File: src/rtl/psram_pkg.sv
package psram_pkg;
  localparam int unsigned REG_AW   = 4;
  localparam int unsigned REG_DW   = 32;
  localparam int unsigned OFS_W    = 24;
  localparam logic [REG_AW-1:0] OFS_CTRL = 4'h0;
  localparam logic [REG_AW-1:0] OFS_STAT = 4'h4;
  localparam logic [REG_AW-1:0] OFS_DBG  = 4'h8;
  localparam int unsigned BIT_INJ   = 0;
  localparam int unsigned BIT_NOCAP = 8;
endpackage

File: src/rtl/psram_parity.sv
module psram_parity #(
  parameter int unsigned BYTES = 4
) (
  input  logic [8*BYTES-1:0] data,
  output logic [BYTES-1:0]   par
);
  for (genvar b = 0; b < BYTES; b++) begin : g_byte
    // even parity: stored bit makes the 9-bit group have an even count of ones
    assign par[b] = ^data[8*b +: 8];
  end
endmodule

File: src/rtl/psram_array.sv
module psram_array #(
  parameter int unsigned DEPTH = 64,
  parameter int unsigned BYTES = 4,
  localparam int unsigned IDX_W = $clog2(DEPTH)
) (
  input  logic               clk,
  input  logic               rst_n,
  input  logic               wr_en,
  input  logic [IDX_W-1:0]   wr_idx,
  input  logic [BYTES-1:0]   wr_be,
  input  logic [8*BYTES-1:0] wr_data,
  input  logic [BYTES-1:0]   wr_par,
  input  logic [IDX_W-1:0]   rd_idx,
  output logic [8*BYTES-1:0] rd_data,
  output logic [BYTES-1:0]   rd_par
);
  logic [8*BYTES-1:0] mem_q [DEPTH];
  logic [BYTES-1:0]   par_q [DEPTH];

  always_ff @(posedge clk or negedge rst_n) begin
    if (!rst_n) begin
      for (int w = 0; w < DEPTH; w++) begin
        mem_q[w] <= '0;
        par_q[w] <= '0;
      end
    end else if (wr_en) begin
      for (int b = 0; b < BYTES; b++) begin
        if (wr_be[b]) begin
          mem_q[wr_idx][8*b +: 8] <= wr_data[8*b +: 8];
          par_q[wr_idx][b]        <= wr_par[b];
        end
      end
    end
  end

  assign rd_data = mem_q[rd_idx];
  assign rd_par  = par_q[rd_idx];
endmodule

File: src/rtl/psram_regs.sv
module psram_regs
  import psram_pkg::*;
(
  input  logic              clk,
  input  logic              rst_n,
  input  logic              reg_we,
  input  logic [REG_AW-1:0] reg_addr,
  input  logic [REG_DW-1:0] reg_wdata,
  output logic [REG_DW-1:0] reg_rdata,
  output logic              inj_en,
  output logic [OFS_W-1:0]  dbg_ofs,
  input  logic              err_evt,
  input  logic [OFS_W-1:0]  err_ofs
);
  logic             inj_q, nocap_q;
  logic [OFS_W-1:0] dbg_q, cap_q;
  logic             unused_wdata;

  assign unused_wdata = ^{reg_wdata[REG_DW-1:OFS_W], reg_wdata[1:0]};

  always_ff @(posedge clk or negedge rst_n) begin
    if (!rst_n) begin
      inj_q   <= 1'b0;
      nocap_q <= 1'b0;
      dbg_q   <= '0;
    end else if (reg_we) begin
      if (reg_addr == OFS_CTRL) begin
        inj_q   <= reg_wdata[BIT_INJ];
        nocap_q <= reg_wdata[BIT_NOCAP];
      end
      if (reg_addr == OFS_DBG) dbg_q <= {reg_wdata[OFS_W-1:2], 2'b00};
    end
  end

  always_ff @(posedge clk or negedge rst_n) begin
    if (!rst_n)                  cap_q <= '0;
    else if (err_evt && !nocap_q) cap_q <= err_ofs;
  end

  always_comb begin
    reg_rdata = '0;
    unique case (reg_addr)
      OFS_CTRL: begin
        reg_rdata[BIT_INJ]   = inj_q;
        reg_rdata[BIT_NOCAP] = nocap_q;
      end
      OFS_STAT: reg_rdata[OFS_W-1:0] = cap_q;
      OFS_DBG:  reg_rdata[OFS_W-1:0] = dbg_q;
      default:  reg_rdata = '0;
    endcase
  end

  assign inj_en  = inj_q;
  assign dbg_ofs = dbg_q;

  p_capture_r7: assert property (@(posedge clk) disable iff (!rst_n)
    err_evt && !nocap_q |=> cap_q == $past(err_ofs));
  p_mask_hold_r8: assert property (@(posedge clk) disable iff (!rst_n)
    nocap_q |=> $stable(cap_q));
  p_stat_ro_r11: assert property (@(posedge clk) disable iff (!rst_n)
    reg_we && reg_addr == OFS_STAT && !err_evt |=> $stable(cap_q));
endmodule

File: src/rtl/psram_top.sv
module psram_top
  import psram_pkg::*;
#(
  parameter int unsigned DEPTH = 64,
  parameter int unsigned BYTES = 4,
  localparam int unsigned IDX_W = $clog2(DEPTH),
  localparam int unsigned BSH   = $clog2(BYTES),
  localparam int unsigned DW    = 8*BYTES
) (
  input  logic              clk,
  input  logic              rst_n,
  input  logic              req_valid,
  output logic              req_ready,
  input  logic              req_we,
  input  logic [OFS_W-1:0]  req_addr,
  input  logic [BYTES-1:0]  req_be,
  input  logic [DW-1:0]     req_wdata,
  output logic              rsp_valid,
  input  logic              rsp_ready,
  output logic [DW-1:0]     rsp_rdata,
  output logic              rsp_perr,
  input  logic              reg_we,
  input  logic [REG_AW-1:0] reg_addr,
  input  logic [REG_DW-1:0] reg_wdata,
  output logic [REG_DW-1:0] reg_rdata
);
  logic             wr_fire, rd_fire, inj_en, inj_hit;
  logic [OFS_W-1:0] dbg_ofs, word_ofs;
  logic [IDX_W-1:0] idx;
  logic [BYTES-1:0] gen_par, chk_par, mem_par;
  logic [DW-1:0]    mem_data;
  logic             vld_q, perr_q, new_q;
  logic [DW-1:0]    data_q;
  logic [OFS_W-1:0] ofs_q;

  assign req_ready = !vld_q || rsp_ready;
  assign wr_fire   = req_valid && req_ready && req_we;
  assign rd_fire   = req_valid && req_ready && !req_we;
  assign idx       = req_addr[BSH +: IDX_W];
  assign word_ofs  = {req_addr[OFS_W-1:BSH], {BSH{1'b0}}};
  assign inj_hit   = inj_en && (word_ofs == dbg_ofs);

  psram_parity #(.BYTES(BYTES)) u_gen (.data(req_wdata), .par(gen_par));
  psram_parity #(.BYTES(BYTES)) u_chk (.data(mem_data),  .par(chk_par));

  psram_array #(.DEPTH(DEPTH), .BYTES(BYTES)) u_array (
    .clk(clk), .rst_n(rst_n),
    .wr_en(wr_fire), .wr_idx(idx), .wr_be(req_be), .wr_data(req_wdata),
    .wr_par(gen_par ^ {BYTES{inj_hit}}),
    .rd_idx(idx), .rd_data(mem_data), .rd_par(mem_par)
  );

  always_ff @(posedge clk or negedge rst_n) begin
    if (!rst_n) begin
      vld_q  <= 1'b0;
      perr_q <= 1'b0;
      new_q  <= 1'b0;
      data_q <= '0;
      ofs_q  <= '0;
    end else begin
      new_q <= rd_fire;
      if (rd_fire) begin
        vld_q  <= 1'b1;
        data_q <= mem_data;
        perr_q <= |(chk_par ^ mem_par);
        ofs_q  <= word_ofs;
      end else if (rsp_ready) begin
        vld_q <= 1'b0;
      end
    end
  end

  assign rsp_valid = vld_q;
  assign rsp_rdata = data_q;
  assign rsp_perr  = perr_q;

  psram_regs u_regs (
    .clk(clk), .rst_n(rst_n),
    .reg_we(reg_we), .reg_addr(reg_addr), .reg_wdata(reg_wdata), .reg_rdata(reg_rdata),
    .inj_en(inj_en), .dbg_ofs(dbg_ofs),
    .err_evt(new_q && perr_q), .err_ofs(ofs_q)
  );

  p_hold_rsp_r10: assert property (@(posedge clk) disable iff (!rst_n)
    rsp_valid && !rsp_ready |=> rsp_valid && $stable(rsp_rdata) && $stable(rsp_perr));
  p_no_accept_r10: assert property (@(posedge clk) disable iff (!rst_n)
    rsp_valid && !rsp_ready |-> !req_ready);
endmodule

File: config.mk
export PLATFORM = sky130hd
export DESIGN_NAME = psram_top
export DESIGN_NICKNAME = d
export VERILOG_FILES = /design/src/rtl/psram_pkg.sv /design/src/rtl/psram_parity.sv /design/src/rtl/psram_array.sv /design/src/rtl/psram_regs.sv /design/src/rtl/psram_top.sv
export SDC_FILE = /design/constraint.sdc
export NUM_CORES = 2
export LEC_CHECK = 0
export BUFFER_PORTS_ARGS = -buffer_cell sky130_fd_sc_hd__buf_2
export CORE_AREA = 2 2 610 612
export CTS_BUF_LIST = sky130_fd_sc_hd__clkbuf_2
export DETAILED_ROUTE_END_ITERATION = 16
export DIE_AREA = 0 0 612 614
export PLACE_DENSITY = 0.52
export SLEW_MARGIN = 20
export SYNTH_ARGS = -nofsm -noshare
export SYNTH_HDL_FRONTEND = slang
export SYNTH_SLANG_ARGS = --single-unit
File: constraint.sdc
create_clock -name clk -period 4.1 [get_ports clk]
set_input_delay 0.41 -clock clk [delete_from_list [all_inputs] [get_ports clk]]
set_output_delay 0.41 -clock clk [all_outputs]
set_load 0.05 [all_outputs]
==> flow_metrics.tcl <==
set metrics [dict create \
    status "finished with violations" \
    violations "negative setup slack" \
    postSynth.asyncResetShare 1.00 \
    grt.busiest_layer "met2" \
    area.growth.synth_to_final_pct 19.1 \
    maxSlewHeadroom 0.185 \
    postSynthRegisterBits 2407 \
    endpoint_kind "flip-flop" \
    tightestPinTransition_ps 1220 \
    finalMaxSlewViolations 0 \
    yosys_most_used_dff "sky130_fd_sc_hd__dfrtp_1" \
    final.period_utilization 1.00 \
    cap_violations 0 \
    synth-compound-area-share 0.0845 \
    criticalPathCategory "in -> reg" \
    routedWlPerCell_um 27.4 \
    clock_sink_count 2407 \
    timing.hold.worst.class "in -> reg" \
    clk-insertion-delay-late_ps 2220 \
    seq_area_frac_synth 0.546 \
    detailedPlacementHpwl_um 273000 \
    max-vdd-ir-drop_mv 0.244 \
    max_clock_freq_ghz 0.243 \
    synthesis.area_per_instance_sq_um 12.4 \
    yosysWarnings 0 \
    netlist_area_sq_um 110000 \
    worst-endpoint-arrival_ps 6190 \
    adder_cell_area_share_of_the_yosys_netlist 0 \
    synth_simple_gate_area_frac 0.0741 \
    worstPathRequired_ps 6170 \
    cts-root-to-sink-buffers 4 \
    initial_antenna_violation_count 29 \
    fin_crit_ps 4120 \
    drt-initial-drc-count 8678 \
    chipHeight_um 614 \
    numCtsBuffers 651 \
    postRouteAntennaNets 0 \
    cells_traversed_along_the_worst_timing_path "dlygate4sd3_1 -> dlygate4sd3_1 -> buf_2 -> dlygate4sd3_1 -> buf_12 -> buf_4 -> and3b_2 -> buf_4 -> nand2_1 -> nor2_2 -> nand2_1 -> dlygate4sd3_1 -> nand2_1 -> dlygate4sd3_1" \
    critical_path.n_buffers_inverters 9 \
    place.port_buffers 148 \
    cp_slowest_cell "sky130_fd_sc_hd__dlygate4sd3_1" \
    placeable_core_area_sq_um 370000 \
    top_level_ports 169 \
    grt.met3_usage 0.0531 \
    yosys.cell_types.count 85 \
    gpl.final_weighted_congestion 0.900 \
    drt_drc_violations_left 0 \
    crit_path_frequent_cell "sky130_fd_sc_hd__dlygate4sd3_1" \
    muxShareOfSynthArea 0.258 \
    cts_root_buffer "sky130_fd_sc_hd__clkbuf_2" \
    cts_max_level 6 \
    power.density_nw_per_um2 382 \
    cts.reportedPaths.clkPinSlew_ps 100 \
    timing.critical_path.fanout_max 11 \
    grt_overflow 0 \
    wl_um 429000 \
    setup_viol 2 \
    grt_usage 0.224 \
    met2_usage 0.337 \
    finalClockSkew_ps 306 \
    synth_enable_flop_cells 0 \
    synthCells 8871 \
    power.static_leakage_nw 63.6 \
    num_vias 84284 \
    report.power.total_mw 50.1 \
    grt_pass1_wl_um 618000 \
    grt_max_degree 155 \
    drive_above_1_share 0.387 \
    met1_track_demand_over_resource_in_global_routing 0.303 \
    design.final.nets 10286 \
    setup_ws_ps -19.8 \
    rsz0062_at_grt "true" \
    synth_top_family_by_area "multiplexers" \
    synth_xor_xnor_area_share 0.00726 \
    placement_rows 224 \
    total_die_area_sq_um 376000 \
    dr.pass1.iters 6 \
    routed_via_density 5.38 \
    starting_density 0.298 \
    tritoncts "yes" \
    worst_path_largest_cell_delay_ps 810 \
    hold_violation_count_in_the_final_report 0 \
    critPathLaunchType "input pin" \
    die_w_um 612 \
    crit_family "buffers and inverters" \
    vias_in_the_first_global_route 86391 \
    setup-tns-final_ps -21.4 \
]
Yosys cell counts (all sizes together), types with 102 or more instances:
library cell,count,area share
clkbuf,406,0.014
nand2,1396,0.048
o22ai,102,0.0058
o31ai,155,0.011
mux2i,320,0.029
mux4,185,0.038
mux2,1872,0.19
dfrtp,2407,0.55
a221oi,173,0.014
nor2,373,0.013
o21ai,359,0.016
buf,261,0.016
a22oi,208,0.014
final timing paths:
kind                                         start                  end  slack [ps]  cells after the start
worst max-delay path                   req_addr[7]   u_array.mem_q[266]         -20                     14
worst min-delay path                   req_addr[3]         rsp_rdata[1]         110                      9
worst max register to register           rsp_valid   u_array.mem_q[266]         340                     10
worst min register to register  u_array.mem_q[390]   u_array.mem_q[390]         480                      2
max in group asynchronous                    rst_n  u_array.mem_q[1431]        1400                      7
min in group asynchronous                    rst_n   u_array.mem_q[191]         870                      6
kinds of logic (layout without fill, tap and decap cells):
kind of cell | Yosys count | after routing
buffers and inverters | 675 | 2452
multiplexers | 2377 | 2377
other | 1 | 34
XOR/XNOR | 81 | 81
AO/OA/AOI/OAI | 1333 | 1333
AND/OR/NAND/NOR | 1997 | 1997
flip-flops | 2407 | 2407
metrics by stage:
step | cells | hold WS, ps | cell area, sq um | setup slack [ps] | utilization
final | 15653 | 106 | 131000 | -19.8 | 0.355
after global routing | 15631 | 21.3 | 131000 | -46.5 | 0.355
after CTS | 15625 | 3.70 | 131000 | 43.1 | 0.355
after detailed placement | 14133 | 455 | 122000 | -696 | 0.329
after global placement | 14133 | 450 | 122000 | -710 | 0.329
after floorplan | 8879 | 114 | 110000 | 947 | -
sequential cells by signal (all words and copies together) (netlist names):
name / flops
u_array.mem_q: 2048
rsp_perr: 1
rsp_rdata: 32
u_regs.nocap_q: 1
u_regs.dbg_ofs: 22
u_array.par_q: 256
ofs_q: 22
rsp_valid: 1
u_regs.cap_q: 22
new_q: 1
u_regs.inj_en: 1
worst reg2reg max path, delay by kind of cell (launching register included):
| family | cells | cell delay, ps |
|---|---|---|
| buffers and inverters | 4 | 2140 |
| and+or+nand+nor | 6 | 1170 |
| DFF | 1 | 390 |
area by class of cell:
class,instances,area [sq um]
Fill cell,36490,239000
Tap cell,4972,6220
Sequential cell,2407,60200
Antenna cell,25,62.6
Timing Repair Buffer,1319,12000
Clock inverter,140,915
Multi-Input combinational cell,5797,47000
Inverter,8,42.5
Clock buffer,985,4930
where the power goes:
group | leakage [nW] | total [mW] | internal [mW] | switching (mW)
clock | 4.52 | 17.6 | 6.93 | 10.7
sequential | 33.0 | 25.8 | 25.0 | 0.754
combinational | 26.1 | 6.73 | 2.61 | 4.12
layer usage:
| metal | vias to the layer above | wire [um] |
|---|---|---|
| met5 | - | 110 |
| met4 | 16 | 19900 |
| met3 | 966 | 37300 |
| met2 | 4074 | 190000 |
| met1 | 44100 | 182000 |
| li1 | 35128 | - |
cell usage in the layout, fill, tap and decap left out, types with 144 or more instances in the layout:
master                          synthesis  routed
sky130_fd_sc_hd__dfrtp_1             2407    2407
sky130_fd_sc_hd__mux2_2              1871    1871
sky130_fd_sc_hd__nand2_1             1395    1392
sky130_fd_sc_hd__clkbuf_2               0     985
sky130_fd_sc_hd__buf_4                 87     691
sky130_fd_sc_hd__nor2_1               373     367
sky130_fd_sc_hd__dlygate4sd3_1          0     363
sky130_fd_sc_hd__o21ai_0              356     356
sky130_fd_sc_hd__mux2i_1              320     320
sky130_fd_sc_hd__a22oi_1              208     208
sky130_fd_sc_hd__mux4_2               178     178
sky130_fd_sc_hd__a221oi_1             172     172
sky130_fd_sc_hd__o31ai_1              155     155
sky130_fd_sc_hd__buf_2                 77     144
repair_timing:
item | CTS | global route
resized for setup | 0 | 3
endpoints found under the setup margin | 0 | 5
buffers inserted | 0 | 0
endpoints found under the hold margin | 4792 | 15
hold buffers | 367 | 4
Note: power is estimated with default switching activity, not from simulation.
